`config.mk`:
```
export PLATFORM = sky130hd
export DESIGN_NAME = alu8_cc
export DESIGN_NICKNAME = d
export VERILOG_FILES = /design/src/rtl/alu8_pkg.sv /design/src/rtl/alu8_arith.sv /design/src/rtl/alu8_logic.sv /design/src/rtl/alu8_shift.sv /design/src/rtl/alu8_cc.sv
export SDC_FILE = /design/constraint.sdc
export NUM_CORES = 1
export LEC_CHECK = 0
export CAP_MARGIN = 20
export CORE_MARGIN = 2
export CORE_UTILIZATION = 53
export DETAILED_ROUTE_END_ITERATION = 6
export HOLD_SLACK_MARGIN = 0.12
export PLACE_DENSITY = 0.79
export REMOVE_ABC_BUFFERS = 1
export SETUP_SLACK_MARGIN = 0.2
export SLEW_MARGIN = 20
export SYNTH_ARGS = -nofsm -noshare
export SYNTH_HDL_FRONTEND = slang
export SYNTH_HIERARCHICAL = 1
export SYNTH_SLANG_ARGS = --single-unit
```
`constraint.sdc`:
```
create_clock -name clk -period 3.2 [get_ports clk]
set_input_delay 0.64 -clock clk [delete_from_list [all_inputs] [get_ports clk]]
set_output_delay 0.64 -clock clk [all_outputs]
set_load 0.005 [all_outputs]
```
`src/rtl/alu8_pkg.sv`:
```
package alu8_pkg;
  localparam int W      = 8;
  localparam int NIB    = W / 2;
  localparam int OPW    = 5;
  localparam int CC_C   = 0;
  localparam int CC_V   = 1;
  localparam int CC_Z   = 2;
  localparam int CC_N   = 3;
  localparam int CC_I   = 4;
  localparam int CC_H   = 5;
  localparam logic [W-1:0] CCR_RESET = '1;

  typedef enum logic [OPW-1:0] {
    OP_ADD  = 5'd0,  OP_ADC  = 5'd1,  OP_SUB  = 5'd2,  OP_SBC  = 5'd3,
    OP_CMP  = 5'd4,  OP_AND  = 5'd5,  OP_OR   = 5'd6,  OP_EOR  = 5'd7,
    OP_BIT  = 5'd8,  OP_INC  = 5'd9,  OP_DEC  = 5'd10, OP_NEG  = 5'd11,
    OP_COM  = 5'd12, OP_CLR  = 5'd13, OP_TST  = 5'd14, OP_ASL  = 5'd15,
    OP_ASR  = 5'd16, OP_LSR  = 5'd17, OP_ROL  = 5'd18, OP_ROR  = 5'd19,
    OP_SEXT = 5'd20, OP_DAA  = 5'd21, OP_LOAD = 5'd22
  } alu_op_e;

  typedef struct packed {
    logic [W-1:0] res;
    logic         h;
    logic         n;
    logic         z;
    logic         v;
    logic         c;
  } alu_res_t;

  function automatic logic is_arith(alu_op_e op);
    return op inside {OP_ADD, OP_ADC, OP_SUB, OP_SBC, OP_CMP,
                      OP_INC, OP_DEC, OP_NEG, OP_DAA};
  endfunction

  function automatic logic is_logic(alu_op_e op);
    return op inside {OP_AND, OP_OR, OP_EOR, OP_BIT, OP_LOAD,
                      OP_COM, OP_CLR, OP_TST, OP_SEXT};
  endfunction

  function automatic logic is_shift(alu_op_e op);
    return op inside {OP_ASL, OP_ASR, OP_LSR, OP_ROL, OP_ROR};
  endfunction

  function automatic logic flags_only(alu_op_e op);
    return op inside {OP_CMP, OP_BIT, OP_TST};
  endfunction
endpackage

```
`src/rtl/alu8_arith.sv`:
```
module alu8_arith
  import alu8_pkg::*;
(
  input  alu_op_e      op,
  input  logic [W-1:0] a,
  input  logic [W-1:0] b,
  input  logic         c_in,
  input  logic         h_in,
  output alu_res_t     o
);
  localparam logic [NIB-1:0] BCD_MAX = NIB'(9);
  localparam logic [NIB-1:0] BCD_FIX = NIB'(6);

  logic [W:0]     wide;
  logic [NIB:0]   low_sum;
  logic           ci;
  logic           lo_big;
  logic           fix_lo;
  logic           fix_hi;

  always_comb begin
    wide    = '0;
    low_sum = '0;
    ci      = 1'b0;
    lo_big  = a[NIB-1:0] > BCD_MAX;
    fix_lo  = lo_big || h_in;
    fix_hi  = (a[W-1:NIB] > BCD_MAX) || c_in ||
              ((a[W-1:NIB] == BCD_MAX) && lo_big);
    o.res   = a;
    o.h     = h_in;
    o.v     = 1'b0;
    o.c     = c_in;
    case (op)
      OP_ADD, OP_ADC: begin
        ci      = (op == OP_ADC) && c_in;
        wide    = {1'b0, a} + {1'b0, b} + {{W{1'b0}}, ci};
        low_sum = {1'b0, a[NIB-1:0]} + {1'b0, b[NIB-1:0]} + {{NIB{1'b0}}, ci};
        o.res   = wide[W-1:0];
        o.h     = low_sum[NIB];
        o.c     = wide[W];
        o.v     = (a[W-1] == b[W-1]) && (wide[W-1] != a[W-1]);
      end
      OP_SUB, OP_SBC, OP_CMP: begin
        ci    = (op == OP_SBC) && c_in;
        wide  = {1'b0, a} - {1'b0, b} - {{W{1'b0}}, ci};
        o.res = wide[W-1:0];
        o.c   = wide[W];
        o.v   = (a[W-1] != b[W-1]) && (wide[W-1] != a[W-1]);
      end
      OP_INC: begin
        o.res = a + 1'b1;
        o.v   = (a == {1'b0, {(W-1){1'b1}}});
      end
      OP_DEC: begin
        o.res = a - 1'b1;
        o.v   = (a == {1'b1, {(W-1){1'b0}}});
      end
      OP_NEG: begin
        o.res = '0 - a;
        o.v   = (a == {1'b1, {(W-1){1'b0}}});
        o.c   = (a != '0);
      end
      OP_DAA: begin
        wide  = {1'b0, a} + {1'b0, (fix_hi ? BCD_FIX : '0), (fix_lo ? BCD_FIX : '0)};
        o.res = wide[W-1:0];
        o.c   = wide[W] || c_in;
      end
      default: ;
    endcase
    o.n = o.res[W-1];
    o.z = (o.res == '0);
  end
endmodule

```
`src/rtl/alu8_logic.sv`:
```
module alu8_logic
  import alu8_pkg::*;
(
  input  alu_op_e      op,
  input  logic [W-1:0] a,
  input  logic [W-1:0] b,
  input  logic         c_in,
  input  logic         h_in,
  output alu_res_t     o
);
  always_comb begin
    o.res = a;
    o.h   = h_in;
    o.v   = 1'b0;
    o.c   = c_in;
    case (op)
      OP_AND, OP_BIT: o.res = a & b;
      OP_OR:          o.res = a | b;
      OP_EOR:         o.res = a ^ b;
      OP_LOAD:        o.res = b;
      OP_COM: begin
        o.res = ~a;
        o.c   = 1'b1;
      end
      OP_CLR: begin
        o.res = '0;
        o.c   = 1'b0;
      end
      OP_TST:  o.c = 1'b0;
      OP_SEXT: begin
        o.res = {W{a[W-1]}};
        o.c   = 1'b0;
      end
      default: ;
    endcase
    o.n = o.res[W-1];
    o.z = (o.res == '0);
  end
endmodule

```
`src/rtl/alu8_shift.sv`:
```
module alu8_shift
  import alu8_pkg::*;
(
  input  alu_op_e      op,
  input  logic [W-1:0] a,
  input  logic         c_in,
  input  logic         h_in,
  output alu_res_t     o
);
  always_comb begin
    o.res = a;
    o.h   = h_in;
    o.c   = c_in;
    case (op)
      OP_ASL: begin o.res = {a[W-2:0], 1'b0};   o.c = a[W-1]; end
      OP_ROL: begin o.res = {a[W-2:0], c_in};   o.c = a[W-1]; end
      OP_ASR: begin o.res = {a[W-1], a[W-1:1]}; o.c = a[0];   end
      OP_LSR: begin o.res = {1'b0, a[W-1:1]};   o.c = a[0];   end
      OP_ROR: begin o.res = {c_in, a[W-1:1]};   o.c = a[0];   end
      default: ;
    endcase
    o.n = o.res[W-1];
    o.z = (o.res == '0);
    o.v = o.n ^ o.c;
  end
endmodule

```
`src/rtl/alu8_cc.sv`:
```
module alu8_cc
  import alu8_pkg::*;
(
  input  logic           clk,
  input  logic           rst_n,
  input  logic           op_valid,
  output logic           op_ready,
  input  logic [OPW-1:0] op_code,
  input  logic [W-1:0]   op_a,
  input  logic [W-1:0]   op_b,
  input  logic           wr_en,
  input  logic           ccr_load,
  input  logic [W-1:0]   ccr_wdata,
  output logic           res_valid,
  input  logic           res_ready,
  output logic [W-1:0]   res_data,
  output logic           res_write,
  output logic [W-1:0]   ccr
);
  alu_op_e      op;
  alu_res_t     arith_o, logic_o, shift_o, pick;
  logic [W-1:0] ccr_q, ccr_next, res_q;
  logic         rv_q, rw_q, accept, known;

  assign op = alu_op_e'(op_code);

  alu8_arith u_arith (
    .op(op), .a(op_a), .b(op_b),
    .c_in(ccr_q[CC_C]), .h_in(ccr_q[CC_H]), .o(arith_o)
  );
  alu8_logic u_logic (
    .op(op), .a(op_a), .b(op_b),
    .c_in(ccr_q[CC_C]), .h_in(ccr_q[CC_H]), .o(logic_o)
  );
  alu8_shift u_shift (
    .op(op), .a(op_a),
    .c_in(ccr_q[CC_C]), .h_in(ccr_q[CC_H]), .o(shift_o)
  );

  always_comb begin
    known = 1'b1;
    if (is_arith(op))      pick = arith_o;
    else if (is_logic(op)) pick = logic_o;
    else if (is_shift(op)) pick = shift_o;
    else begin
      known = 1'b0;
      pick  = '{res: op_a, h: ccr_q[CC_H], n: ccr_q[CC_N],
                z: ccr_q[CC_Z], v: ccr_q[CC_V], c: ccr_q[CC_C]};
    end
    ccr_next           = ccr_q;
    ccr_next[CC_H]     = pick.h;
    ccr_next[CC_N]     = pick.n;
    ccr_next[CC_Z]     = pick.z;
    ccr_next[CC_V]     = pick.v;
    ccr_next[CC_C]     = pick.c;
  end

  assign op_ready = (!rv_q || res_ready) && !ccr_load;
  assign accept   = op_valid && op_ready;

  always_ff @(posedge clk or negedge rst_n) begin
    if (!rst_n) begin
      ccr_q <= CCR_RESET;
      rv_q  <= 1'b0;
      res_q <= '0;
      rw_q  <= 1'b0;
    end else begin
      if (ccr_load)    ccr_q <= ccr_wdata;
      else if (accept) ccr_q <= ccr_next;
      if (accept) begin
        rv_q  <= 1'b1;
        res_q <= pick.res;
        rw_q  <= wr_en && known && !flags_only(op);
      end else if (res_ready) begin
        rv_q  <= 1'b0;
      end
    end
  end

  assign res_valid = rv_q;
  assign res_data  = res_q;
  assign res_write = rw_q;
  assign ccr       = ccr_q;
endmodule

```
==> results_dict.tcl <==
set metrics [dict create \
    nNetsFinal 850 \
    pwr-share-seq_pct 18.8 \
    power.density_nw_per_um2 241 \
    tritoncts_buffers 3 \
    via_count 5447 \
    net-switching-power_mw 0.647 \
    drt-wirelength-per-cell_microns 19.8 \
    outcome "finished, violations left" \
    cp-end-kind "flop" \
    category_of_the_most_critical_setup_path "input pin to flop" \
    first_global_vias 5301 \
    floorplan.die.width_microns 96.9 \
    core_region_area_sq_um 8300 \
    pwr-share-comb_pct 69.4 \
    antenna_cells_inserted 0 \
    cp_data_arrival_time_ns 3.80 \
    fillerInstances 577 \
    areaGrowthSynthToFinish_pct 43.1 \
    pwr-share-clk_pct 11.8 \
    pin_count 54 \
    starting_density_pct 55.2 \
    setup_repair_after_global_routing_missed_its_margin "yes" \
    startpoint_type "input pin" \
    die_area_sq_um 9400 \
    fin_total_pwr_mw 1.58 \
    worst_pin_slew_ns 0.809 \
    ant_nets 0 \
    postSynthAreaPerCell_sq_um 7.85 \
    grt-ovfl-total 0 \
    ys_seq_area_share_pct 10.1 \
    holdCritPathClass "flop to flop" \
    critical-path-max-stage-delay_ns 0.42 \
    switching_share_pct 41.0 \
    synth_top_cell_area_share_pct 12.8 \
    synth_cell_area_sq_um 4580 \
    wire_length_of_the_first_global_routing_pass_microns 26800 \
    final.period_utilization_pct 114 \
    clkSinkCount 18 \
    synth_area_leader_cell "sky130_fd_sc_hd__ha_1" \
    routed_wirelength_microns 17100 \
    vdd_drop_max_mv 0.142 \
    distinct_cells_synth 87 \
    timing.final.setup_violations 7 \
    post_synth_inst_count 583 \
    timing.final.ws_setup_ns -0.435 \
    cp_num_buf_inv 4 \
    routed_via_density 6.29 \
    synth_ff_type "sky130_fd_sc_hd__dfrtp_1" \
    remaining_drc_errors 0 \
    ys_ff_latch 18 \
    cts.clk_slew.worst_paths_ns 0.06 \
    gp_congestion 1.06 \
    worst_clock_skew_on_the_final_layout_ns 0.00945 \
    grt_max_degree 42 \
    clk_root_buffer_cell "sky130_fd_sc_hd__clkbuf_8" \
    drt_pass1_iterations 6 \
    floorplan.die.height_microns 96.9 \
    worstPathCellList "buf_6, nand2b_4, nor2_2, nand4b_1, fa_2, buf_6, buf_6, ha_4, nand2_2, nand3b_1, a211o_1, a21oi_2, xnor2_2, xnor2_1, o31ai_1, buf_4, a222oi_1, o21ai_1" \
    pre_cts_ws_ns -1.29 \
    row_count 33 \
    min_period_ns 3.64 \
    cts-htree-levels 1 \
    drt_iter0_markers 628 \
    crit_slowest_cell "sky130_fd_sc_hd__fa_2" \
    failing_checks "setup timing" \
    synth_area_leaders "sky130_fd_sc_hd__ha_1, sky130_fd_sc_hd__dfrtp_1, sky130_fd_sc_hd__dfstp_2" \
    antenna_violations_before_repair 0 \
    crit_fanout 2 \
    final_max_slew_viol_count 0 \
    yosys_warnings 6 \
    slew_headroom_pct 45.9 \
    fmax_mhz 275 \
    hold_viol_final 0 \
    layout-drive-gt1-share_pct 35.6 \
    grt_usage_pct 34.5 \
    yosys-top-cells-count "sky130_fd_sc_hd__ha_1, sky130_fd_sc_hd__nor2_1, sky130_fd_sc_hd__inv_1, sky130_fd_sc_hd__a21oi_1, sky130_fd_sc_hd__nand2_1" \
    crit_family "compound AO/OA/AOI/OAI gates" \
    async_reset_ff_share_pct 100 \
    synth-edff-count 0 \
    place_inst 848 \
    clock_insertion_delay_at_the_later_pin_of_the_skew_report_ns 0.25 \
    final_cell_count_no_fill 866 \
    internal-power_mw 0.931 \
    path_common_cell "sky130_fd_sc_hd__buf_6" \
    port_buffers 53 \
    static_leakage_power_nw 2.89 \
    tritoncts_clock_tree "built" \
    post-dp-hpwl_microns 12700 \
    critPathRequiredTime_ns 3.36 \
    clk_path_buf_depth 2 \
    drv.max_cap_violation_count 0 \
    synth.most_common_cell "sky130_fd_sc_hd__ha_1" \
]
placed cells by master, fill, tap and decap left out, drive strengths merged, types with 12 or more instances in the layout:
cell / instances
inv: 43
nor2: 46
clkdlybuf4s50: 43
o21ai: 27
mux2i: 12
o22ai: 14
buf: 163
ha: 47
nand3: 15
xnor2: 19
mux2: 12
a21oi: 41
nand2: 35
nor3: 12
power by group through the flow:
stage	Sequential [mW]	Clock (mW)	Combinational [mW]
floorplan	0.302	0	0.446
global placement	0.296	0	0.934
detailed placement	0.298	0	0.956
CTS	0.296	0.187	1.01
global route	0.300	0.197	1.16
finish	0.296	0.186	1.10
per-stage QoR:
step,hold slack [ns],setup TNS (ns),area (sq um),utilization [%]
6_report,0.481,-2.16,6550,78.9
4_1_cts,0.485,-2.09,6350,76.5
3_3_place_gp,0.459,-8.64,6040,72.8
5_1_grt,0.525,-2.84,6550,78.9
3_5_place_dp,0.469,-9.48,6040,72.8
2_1_floorplan,0.344,-1.01,4290,-
sequential cells by signal, summed over array words and instances, names as in the netlist:
signal     flops
ccr            8
res_data       8
res_valid      1
res_write      1
layer usage:
metal  vias to the layer above  part of all wire (%)  GRT usage, %  wire length, microns
met5                         -                     0             0                     0
met4                         0                   3.4          11.2                   586
met3                        55                   9.7          4.48                  1670
met2                       341                    46          57.7                  7880
met1                      2529                    41          46.1                  6990
li1                       2522                     -             -                     -
area by class of cell:
cell class | instances | area, sq um | area share (%)
clock buffer | 4 | 55.1 | 0.840
inverter | 43 | 164 | 2.50
multi-input combinational | 484 | 3990 | 60.9
sequential | 18 | 460 | 7.03
tap | 105 | 131 | 2.01
timing repair buffer | 212 | 1750 | 26.7
repair_timing:
item	in CTS	in global routing
gates resized for setup	69	37
hold buffers	0	0
setup endpoints to repair	13	13
pin swaps	27	36
setup buffers	6	8
worst paths after layout:
kind	from	endpoint	slack [ns]	cells past startpoint
max in group asynchronous	rst_n	res_data[6]$_DFFE_PN0P_	1.84	1
min in group asynchronous	rst_n	res_data[4]$_DFFE_PN0P_	0.85	1
min reg2reg	res_write$_DFFE_PN0P_	res_write$_DFFE_PN0P_	0.48	2
max	op_code[2]	ccr[1]$_DFFE_PN1P_	-0.44	18
min	res_write$_DFFE_PN0P_	res_write$_DFFE_PN0P_	0.48	2
max reg2reg	ccr[0]$_DFFE_PN1P_	ccr[1]$_DFFE_PN1P_	-0.32	15
cell families after synthesis:
| logic type | after synthesis | share of synthesized area [%] |
|---|---|---|
| xor gates and xnor gates | 25 | 4.78 |
| other | 1 | 0.0819 |
| DFF | 18 | 10.1 |
| AOI/OAI and AO/OA | 180 | 28.5 |
| buffers and inverters | 81 | 9.76 |
| adders and majority gates | 53 | 15.5 |
| and+or+nand+nor | 201 | 25.7 |
| muxes | 24 | 5.58 |
worst min-delay path, stage by stage, from the launching register on:
cell and delay [ns]:
sky130_fd_sc_hd__dfrtp_1 0.35, sky130_fd_sc_hd__nand2_1 0.05, sky130_fd_sc_hd__nand2_1 0.05
Note: power is estimated with default switching activity, not from simulation.
